<file path="src/rtl/dual_issue_pkg.sv">
package dual_issue_pkg;

  typedef enum logic [3:0] {
    CLS_BR    = 4'd0,
    CLS_CALL  = 4'd1,
    CLS_AIMM  = 4'd2,
    CLS_AREG  = 4'd3,
    CLS_ASHF  = 4'd4,
    CLS_MUL   = 4'd5,
    CLS_MEM8  = 4'd6,
    CLS_XFER  = 4'd7,
    CLS_SIMD  = 4'd8,
    CLS_IDIV  = 4'd9,
    CLS_MEM12 = 4'd10,
    CLS_MEM16 = 4'd11
  } cls_e;

  // Branch-type: direct branch or call
  function automatic logic is_branchy(input logic [3:0] c);
    return (c == CLS_BR) || (c == CLS_CALL);
  endfunction

  // Classes allowed to occupy slot 2
  function automatic logic slot2_capable(input logic [3:0] c);
    return (c == CLS_BR) || (c == CLS_CALL) || (c == CLS_AIMM);
  endfunction

  // Older classes pairing with any slot-2-capable younger
  function automatic logic older_open(input logic [3:0] c);
    return (c == CLS_BR) || (c == CLS_AIMM);
  endfunction

  // Older classes pairing only with a younger immediate ALU
  function automatic logic older_imm_only(input logic [3:0] c);
    return (c == CLS_AREG) || (c == CLS_ASHF);
  endfunction

endpackage

</file>
<file path="src/rtl/dip_class_rules.sv">
module dip_class_rules
  import dual_issue_pkg::*;
(
  input  logic [3:0] o_cls,
  input  logic [3:0] y_cls,
  output logic       pair_ok,
  output logic       o_slot2_ok
);

  logic y_fits;
  logic o_fits;
  logic branch_clash;

  always_comb begin
    y_fits       = slot2_capable(y_cls);
    branch_clash = is_branchy(o_cls) && is_branchy(y_cls);
    o_fits       = older_open(o_cls) ||
                   (older_imm_only(o_cls) && (y_cls == CLS_AIMM));
    pair_ok      = y_fits && o_fits && !branch_clash;
    o_slot2_ok   = slot2_capable(o_cls);
  end

endmodule

</file>
<file path="src/rtl/dip_dep_check.sv">
module dip_dep_check #(
  parameter int REG_W = 4,
  parameter int N_SRC = 2
) (
  input  logic [REG_W-1:0]       o_dst,
  input  logic                   o_dst_vld,
  input  logic [N_SRC*REG_W-1:0] y_srcs,
  input  logic [N_SRC-1:0]       y_srcs_vld,
  output logic                   raw_hit
);

  logic [N_SRC-1:0] hit_vec;

  for (genvar i = 0; i < N_SRC; i++) begin : g_src
    assign hit_vec[i] = y_srcs_vld[i] && o_dst_vld &&
                        (y_srcs[i*REG_W +: REG_W] == o_dst);
  end

  assign raw_hit = |hit_vec;

endmodule

</file>
<file path="src/rtl/dip_hold_ctrl.sv">
module dip_hold_ctrl
  import dual_issue_pkg::*;
#(
  parameter int DIV_CYCLES = 5
) (
  input  logic       clk,
  input  logic       rst_n,
  input  logic       start,
  input  logic [3:0] start_cls,
  output logic       busy,
  output logic       half
);

  localparam int CW = (DIV_CYCLES > 2) ? $clog2(DIV_CYCLES) : 1;
  localparam logic [CW-1:0] DIV_HOLD = CW'(DIV_CYCLES - 1);

  logic [CW-1:0] hold_left;

  always_ff @(posedge clk or negedge rst_n) begin
    if (!rst_n) begin
      hold_left <= '0;
      half      <= 1'b0;
    end else if (hold_left != '0) begin
      hold_left <= hold_left - CW'(1);
      half      <= 1'b0;
    end else if (start) begin
      case (start_cls)
        CLS_IDIV:  begin hold_left <= DIV_HOLD; half <= 1'b0; end
        CLS_MEM16: begin hold_left <= CW'(1);   half <= 1'b0; end
        CLS_MEM12: begin hold_left <= '0;       half <= 1'b1; end
        default:   begin hold_left <= '0;       half <= 1'b0; end
      endcase
    end else begin
      half <= 1'b0;
    end
  end

  assign busy = (hold_left != '0);

  AST_HALF_NOT_BUSY: assert property (@(posedge clk) disable iff (!rst_n)
    half |-> !busy);
  AST_HALF_ONE_CYCLE: assert property (@(posedge clk) disable iff (!rst_n)
    half |=> !half);
  AST_HOLD_DRAINS: assert property (@(posedge clk) disable iff (!rst_n)
    (busy && !start) |=> (hold_left < $past(hold_left)));

endmodule

</file>
<file path="src/rtl/dual_issue_pair.sv">
module dual_issue_pair
  import dual_issue_pkg::*;
#(
  parameter int REG_W      = 4,
  parameter int N_SRC      = 2,
  parameter int DIV_CYCLES = 5
) (
  input  logic                   clk,
  input  logic                   rst_n,
  input  logic                   o_valid,
  input  logic [3:0]             o_cls,
  input  logic [REG_W-1:0]       o_dst,
  input  logic                   o_dst_vld,
  input  logic                   y_valid,
  input  logic [3:0]             y_cls,
  input  logic [N_SRC*REG_W-1:0] y_srcs,
  input  logic [N_SRC-1:0]       y_srcs_vld,
  output logic [1:0]             issue_cnt,
  output logic                   busy
);

  logic pair_ok;
  logic o_slot2_ok;
  logic raw_hit;
  logic half;
  logic older_go;

  dip_class_rules u_rules (
    .o_cls      (o_cls),
    .y_cls      (y_cls),
    .pair_ok    (pair_ok),
    .o_slot2_ok (o_slot2_ok)
  );

  dip_dep_check #(.REG_W(REG_W), .N_SRC(N_SRC)) u_dep (
    .o_dst      (o_dst),
    .o_dst_vld  (o_dst_vld),
    .y_srcs     (y_srcs),
    .y_srcs_vld (y_srcs_vld),
    .raw_hit    (raw_hit)
  );

  always_comb begin
    if (busy || !o_valid)
      issue_cnt = 2'd0;
    else if (half)
      issue_cnt = o_slot2_ok ? 2'd1 : 2'd0;
    else if (y_valid && pair_ok && !raw_hit)
      issue_cnt = 2'd2;
    else
      issue_cnt = 2'd1;
  end

  assign older_go = (issue_cnt != 2'd0);

  dip_hold_ctrl #(.DIV_CYCLES(DIV_CYCLES)) u_hold (
    .clk       (clk),
    .rst_n     (rst_n),
    .start     (older_go),
    .start_cls (o_cls),
    .busy      (busy),
    .half      (half)
  );

  AST_NEVER_THREE: assert property (@(posedge clk) disable iff (!rst_n)
    issue_cnt != 2'd3);
  AST_SLOT1_FIRST: assert property (@(posedge clk) disable iff (!rst_n)
    (issue_cnt != 2'd0) |-> o_valid);
  AST_SLOT2_NEEDS_Y: assert property (@(posedge clk) disable iff (!rst_n)
    (issue_cnt == 2'd2) |-> y_valid);
  AST_NO_TWO_BRANCHES: assert property (@(posedge clk) disable iff (!rst_n)
    (issue_cnt == 2'd2) |-> !(is_branchy(o_cls) && is_branchy(y_cls)));
  AST_CALL_NOT_OLDER: assert property (@(posedge clk) disable iff (!rst_n)
    (issue_cnt == 2'd2) |-> (o_cls != CLS_CALL));
  AST_HEAVY_ALONE: assert property (@(posedge clk) disable iff (!rst_n)
    (issue_cnt == 2'd2) |-> (o_cls < 4'd5 && y_cls < 4'd3));
  AST_RAW_BLOCKS: assert property (@(posedge clk) disable iff (!rst_n)
    (issue_cnt == 2'd2) |-> !raw_hit);
  AST_BUSY_STALLS: assert property (@(posedge clk) disable iff (!rst_n)
    busy |-> (issue_cnt == 2'd0));
  AST_DIV_HOLDS: assert property (@(posedge clk) disable iff (!rst_n)
    (older_go && o_cls == CLS_IDIV) |=> busy);
  AST_MEM16_HOLDS: assert property (@(posedge clk) disable iff (!rst_n)
    (older_go && o_cls == CLS_MEM16) |=> busy);
  AST_MEM12_TAIL: assert property (@(posedge clk) disable iff (!rst_n)
    (older_go && o_cls == CLS_MEM12) |=> (!busy && issue_cnt != 2'd2));

endmodule

</file>
<file path="config.mk">
export PLATFORM = sky130hd
export DESIGN_NAME = dual_issue_pair
export DESIGN_NICKNAME = d
export VERILOG_FILES = /design/src/rtl/dual_issue_pkg.sv /design/src/rtl/dip_class_rules.sv /design/src/rtl/dip_dep_check.sv /design/src/rtl/dip_hold_ctrl.sv /design/src/rtl/dual_issue_pair.sv
export SDC_FILE = /design/constraint.sdc
export NUM_CORES = 1
export LEC_CHECK = 0
export CAP_MARGIN = 20
export CORE_MARGIN = 1
export CORE_UTILIZATION = 31
export CTS_BUF_LIST = sky130_fd_sc_hd__clkbuf_4 sky130_fd_sc_hd__clkbuf_8
export CTS_CLUSTER_DIAMETER = 50
export CTS_CLUSTER_SIZE = 10
export DETAILED_ROUTE_END_ITERATION = 10
export PLACE_DENSITY = 0.88
export RECOVER_POWER = 100
export SLEW_MARGIN = 0
export SYNTH_ARGS = -nofsm -noshare
export SYNTH_HDL_FRONTEND = slang
export SYNTH_SLANG_ARGS = --single-unit
</file>
<file path="constraint.sdc">
create_clock -name clk -period 1.7 [get_ports clk]
set_clock_uncertainty 0.1 [all_clocks]
set_input_delay 0.34 -clock clk [delete_from_list [all_inputs] [get_ports clk]]
set_output_delay 0.34 -clock clk [all_outputs]
set_load 0.03 [all_outputs]
</file>
[Word level (Yosys, flattened, before mapping)]
Index checks and enable logic that the tools add are counted.
Operators by class
  $add $sub $neg: 1
  reduce and logical (&&, ||, !) cells: 27
  equal/unequal tests: 11
  multiplexer cells: 10
Operator list (number)
  $eq A4 B2 Y1 const B: 3
  $eq A4 B4 Y1 const B: 3
  $logic_and A1 B1 Y1: 10
  $eq A4 B1 Y1 const B: 2
  $eq A4 B4 Y1: 2
  $logic_not A4 Y1: 2
  $logic_or A1 B1 Y1: 8
  $mux W2: 3
  $mux W3: 2
  $pmux W3 S2: 1
  $eq A4 B3 Y1 const B: 1
  $mux W1: 4
  $reduce_bool A2 Y1: 2
  $logic_not A1 Y1: 3
  $reduce_bool A3 Y1: 1
  $sub A3 B1 Y3 const B: 1
  $reduce_or A2 Y1: 1
Storage, ports and cells
  output and inout port bits: 3
  word-level logic and storage cells: 51
  bits in registers: 4

[Depth between registers and ports, before layout]
  depth in word-level cells: 14
  mapped depth: 7
  mapped depth without buffers: 6

[Hierarchy]
Synthesis repeated with hierarchy kept, for this count alone.
Second synthesis, totals
  cells, all modules: 46
  area, all modules: 429.2 um^2
Modules (own cells, without submodules)
  dip_hold_ctrl: seq. area each 100.1 um^2, area each 226.5 um^2, cells an instance 22, instances 1
  dip_dep_check: seq. area each 0.0 um^2, area each 102.6 um^2, cells an instance 12, instances 1
  dip_class_rules: seq. area each 0.0 um^2, area each 55.1 um^2, cells an instance 6, instances 1
  dual_issue_pair: seq. area each 0.0 um^2, area each 45.0 um^2, cells an instance 6, instances 1

[Least setup slack after synthesis]
No wires, ideal clock.
  path type: reg2out
  start: reg u_hold.hold_left[0]
  end: out issue_cnt[0]
  stages on the path, launching flop included: 7
  data arrival time: 1.583 ns
  slack: -0.323 ns
  buffers on the path: 1
  cell sequence: dfrtp_1 > nor2_1 > ha_1 > clkbuf_2 > nand2_1 > a21o_1 > a31oi_1
On the way
  cells in the longest elaborated chain, start to end: 3
RTL lines
  from (decl): line dip_hold_ctrl.sv:17  | logic [CW-1:0] hold_left;
  from (signal assigned): line dip_hold_ctrl.sv:24  | hold_left <= hold_left - CW'(1);
  $reduce_bool A3 Y1: line dip_hold_ctrl.sv:38  | assign busy = (hold_left != '0);
  $logic_or A1 B1 Y1: line dual_issue_pair.sv:44  | if (busy || !o_valid)
  $mux W2: line dual_issue_pair.sv:44
  to (decl): line dual_issue_pair.sv:18  | output logic [1:0] issue_cnt,
No other way between the ends.

[Final worst setup path]
  start: reg u_hold.hold_left[1]
  end: out issue_cnt[0]
The elaborated chain is that of the path after synthesis.

==> qor.yml <==
routed_wl_mm: 1.75
fp.dieH_um: 38.4
cp.required_ns: 1.26
nets: 127
drt_iter0_markers: 7
core_area_um2: 1170
clock_sinks: 4
viasPerCell: 5.14
max_freq_mhz: 513
final_common_cell: "buf_4"
finalWeightedCongestion: 0.721
cellInternalPower_w: 0.000551
powerDensity_nw_per_um2: 976
avgSynthCellArea_um2: 8.38
initial_core_util_pct: 35.0
switching_share_pct: 37.1
ys_warn_count: 0
wire_per_inst_um: 15.8
p_total_w: 0.000877
finalSetupViolCount: 6
seq_area_frac_synth_pct: 24.4
grt_max_degree: 5
setup_ws_ns: -0.247
p_seq_share_pct: 17.9
worst_pin_slew_ns: 0.267
ys_types: 29
violations: "negative setup slack"
die_x_um: 38.4
ctsHtreeMaxLevel: 1
placementRows: 12
grt_use_total_pct: 28.6
synth_area_leader_cell: "dfrtp_1"
drc: 0
ios: 30
root_buffer: "clkbuf_4"
dp_hpwl_mm: 1.17
cellLeakagePower_nw: 0.447
tritoncts: "built"
layout_common_cells: "buf_4 (16), dlygate4sd2_1 (8), inv_1 (5), buf_2 (5)"
area_delta_synth_final_pct: 119
critPathLaunchType: "flop"
path_class: "reg2out"
drive_gt1_share_pct: 53.6
worstSetupEndpointType: "primary output"
clk-insertion-delay-late_ns: 0.24
outcome: "finished with violations"
power.share.clock_pct: 13.4
ant_nets: 0
dp_slack_ns: -0.628
cts_buffer_depth: 2
diodes: 0
setup_tns_ns: -1.14
synth_top_area_share_pct: 24.4
cts_buffers: 3
ir_worst_vdd_uv: 845
slew_headroom_pct: 82.2
antenna_found_initial: 0
syn_area_um2: 410
grt_pass1_wl_mm: 2.79
synth_seq_cells: 4
rsz0062_at_grt: "yes"
grt_overflow_total: 0
p_sw_w: 0.000326
die-area_um2: 1470
synthCells: 49
grt_pass1_vias: 633
synth_area_leaders: "dfrtp_1 (24%), inv_1 (6.4%), xor2_1 (6.4%), mux2i_1 (4.9%), xnor2_1 (4.3%)"
holdBufCountCts: 0
worst-endpoint-arrival_ns: 1.51
period_share_pct: 115
hp-class: "in2async"
hold_viol: 0
cts.clk_slew.worst_paths_ns: 0.04
dr.pass1.iters: 4
slew_violations: 0
port_buffers: 29
syn_nets: 77
period_minus_slack_ns: 1.95
vias: 570
max-cap-violations: 0
worstPathMaxFanout: 2
pwr-share-comb_pct: 68.7
==> worst max-delay path: stages (launching register included) <==
cell     delay (ns)
dfrtp_1        0.38
nor2_2         0.12
ha_2           0.21
nand2_2        0.06
a21o_1         0.20
a31oi_4        0.15
buf_6          0.15
==> worst paths after layout <==
kind                                startpoint             endpoint  slack (ns)  depth (start not counted)
setup / recovery           u_hold.hold_left[1]         issue_cnt[0]       -0.25                          6
hold / removal                           rst_n  u_hold.hold_left[0]        0.28                          1
setup reg to reg           u_hold.hold_left[1]  u_hold.hold_left[0]       -0.25                          8
hold reg to reg            u_hold.hold_left[2]  u_hold.hold_left[2]        0.47                          2
max in group asynchronous                rst_n  u_hold.hold_left[1]        1.04                          1
min in group clk                      o_cls[1]          u_hold.half        0.42                          4
==> repair_timing <==
action	in CTS	in global routing
gates resized for setup	58	19
setup endpoints to repair	7	7
setup buffers	6	0
pin swaps	19	13
==> power groups by stage <==
stage | Clock [W] | Sequential [W] | Combinational, W
3_3_place_gp | 0 | 0.000154 | 0.000457
5_1_grt | 0.000124 | 0.000159 | 0.000640
6_report | 0.000117 | 0.000157 | 0.000603
2_1_floorplan | 0 | 0.000158 | 0.000263
4_1_cts | 0.000123 | 0.000151 | 0.000565
3_5_place_dp | 0 | 0.000155 | 0.000470
==> flip-flops by register name, indices dropped and copies added (netlist names) <==
register / cells
u_hold.half: 1
u_hold.hold_left: 3
==> Yosys cell counts <==
cell and instances:
and4b_1 1, xnor2_1 2, nand4_1 1, nand3_1 2, or3_4 1, a211oi_1 1, mux2_2 1, inv_1 7
nand4b_1 1, or2b_1 1, dfrtp_1 4, nand2b_1 1, clkbuf_2 1, xor2_1 3, o22ai_1 1, a222oi_1 1
mux2i_1 2, or2_2 1, a21o_1 2, ha_1 1, a211o_1 1, o221ai_2 1, nor2_1 4, a31oi_1 1
nor3_1 2, nand2_1 1, a21oi_1 2, nand3b_1 1, o211a_1 1
==> cells by family after synthesis <==
group                      count (synthesis)  share of synthesized area [%]
buffers and inverters                      8                           7.62
muxes                                      3                           7.62
xor gates and xnor gates                   5                           10.7
adders and majority gates                  1                           3.05
DFF                                        4                           24.4
and+or+nand+nor                           17                           25.0
AOI/OAI and AO/OA                         11                           21.6
==> routing by layer <==
layer,global-route usage [%],wire length [um]
met2,48.7,884
met5,0,0
met3,7.56,68
met1,29.3,736
met4,22.4,61
==> layout make-up <==
type                    instances  area, um2
inverters                       7       26.3
fillers                        78        273
clock buffers                   3       22.5
repair buffers                 46        378
flip-flops and latches          4        100
well taps                      14       17.5
multi-input cells              37        354
==> metrics by stage <==
| step | hold WS [ns] | cells | cell area (um2) | util, % |
|---|---|---|---|---|
| 2_1_floorplan | -0.0556 | 49 | 442 | - |
| 3_3_place_gp | 0.417 | 102 | 813 | 69.4 |
| 3_5_place_dp | 0.424 | 102 | 813 | 69.4 |
| 4_1_cts | 0.209 | 111 | 882 | 75.3 |
| 5_1_grt | 0.298 | 111 | 898 | 76.7 |
| 6_report | 0.280 | 111 | 898 | 76.7 |
(Power assumes the default switching activity.)
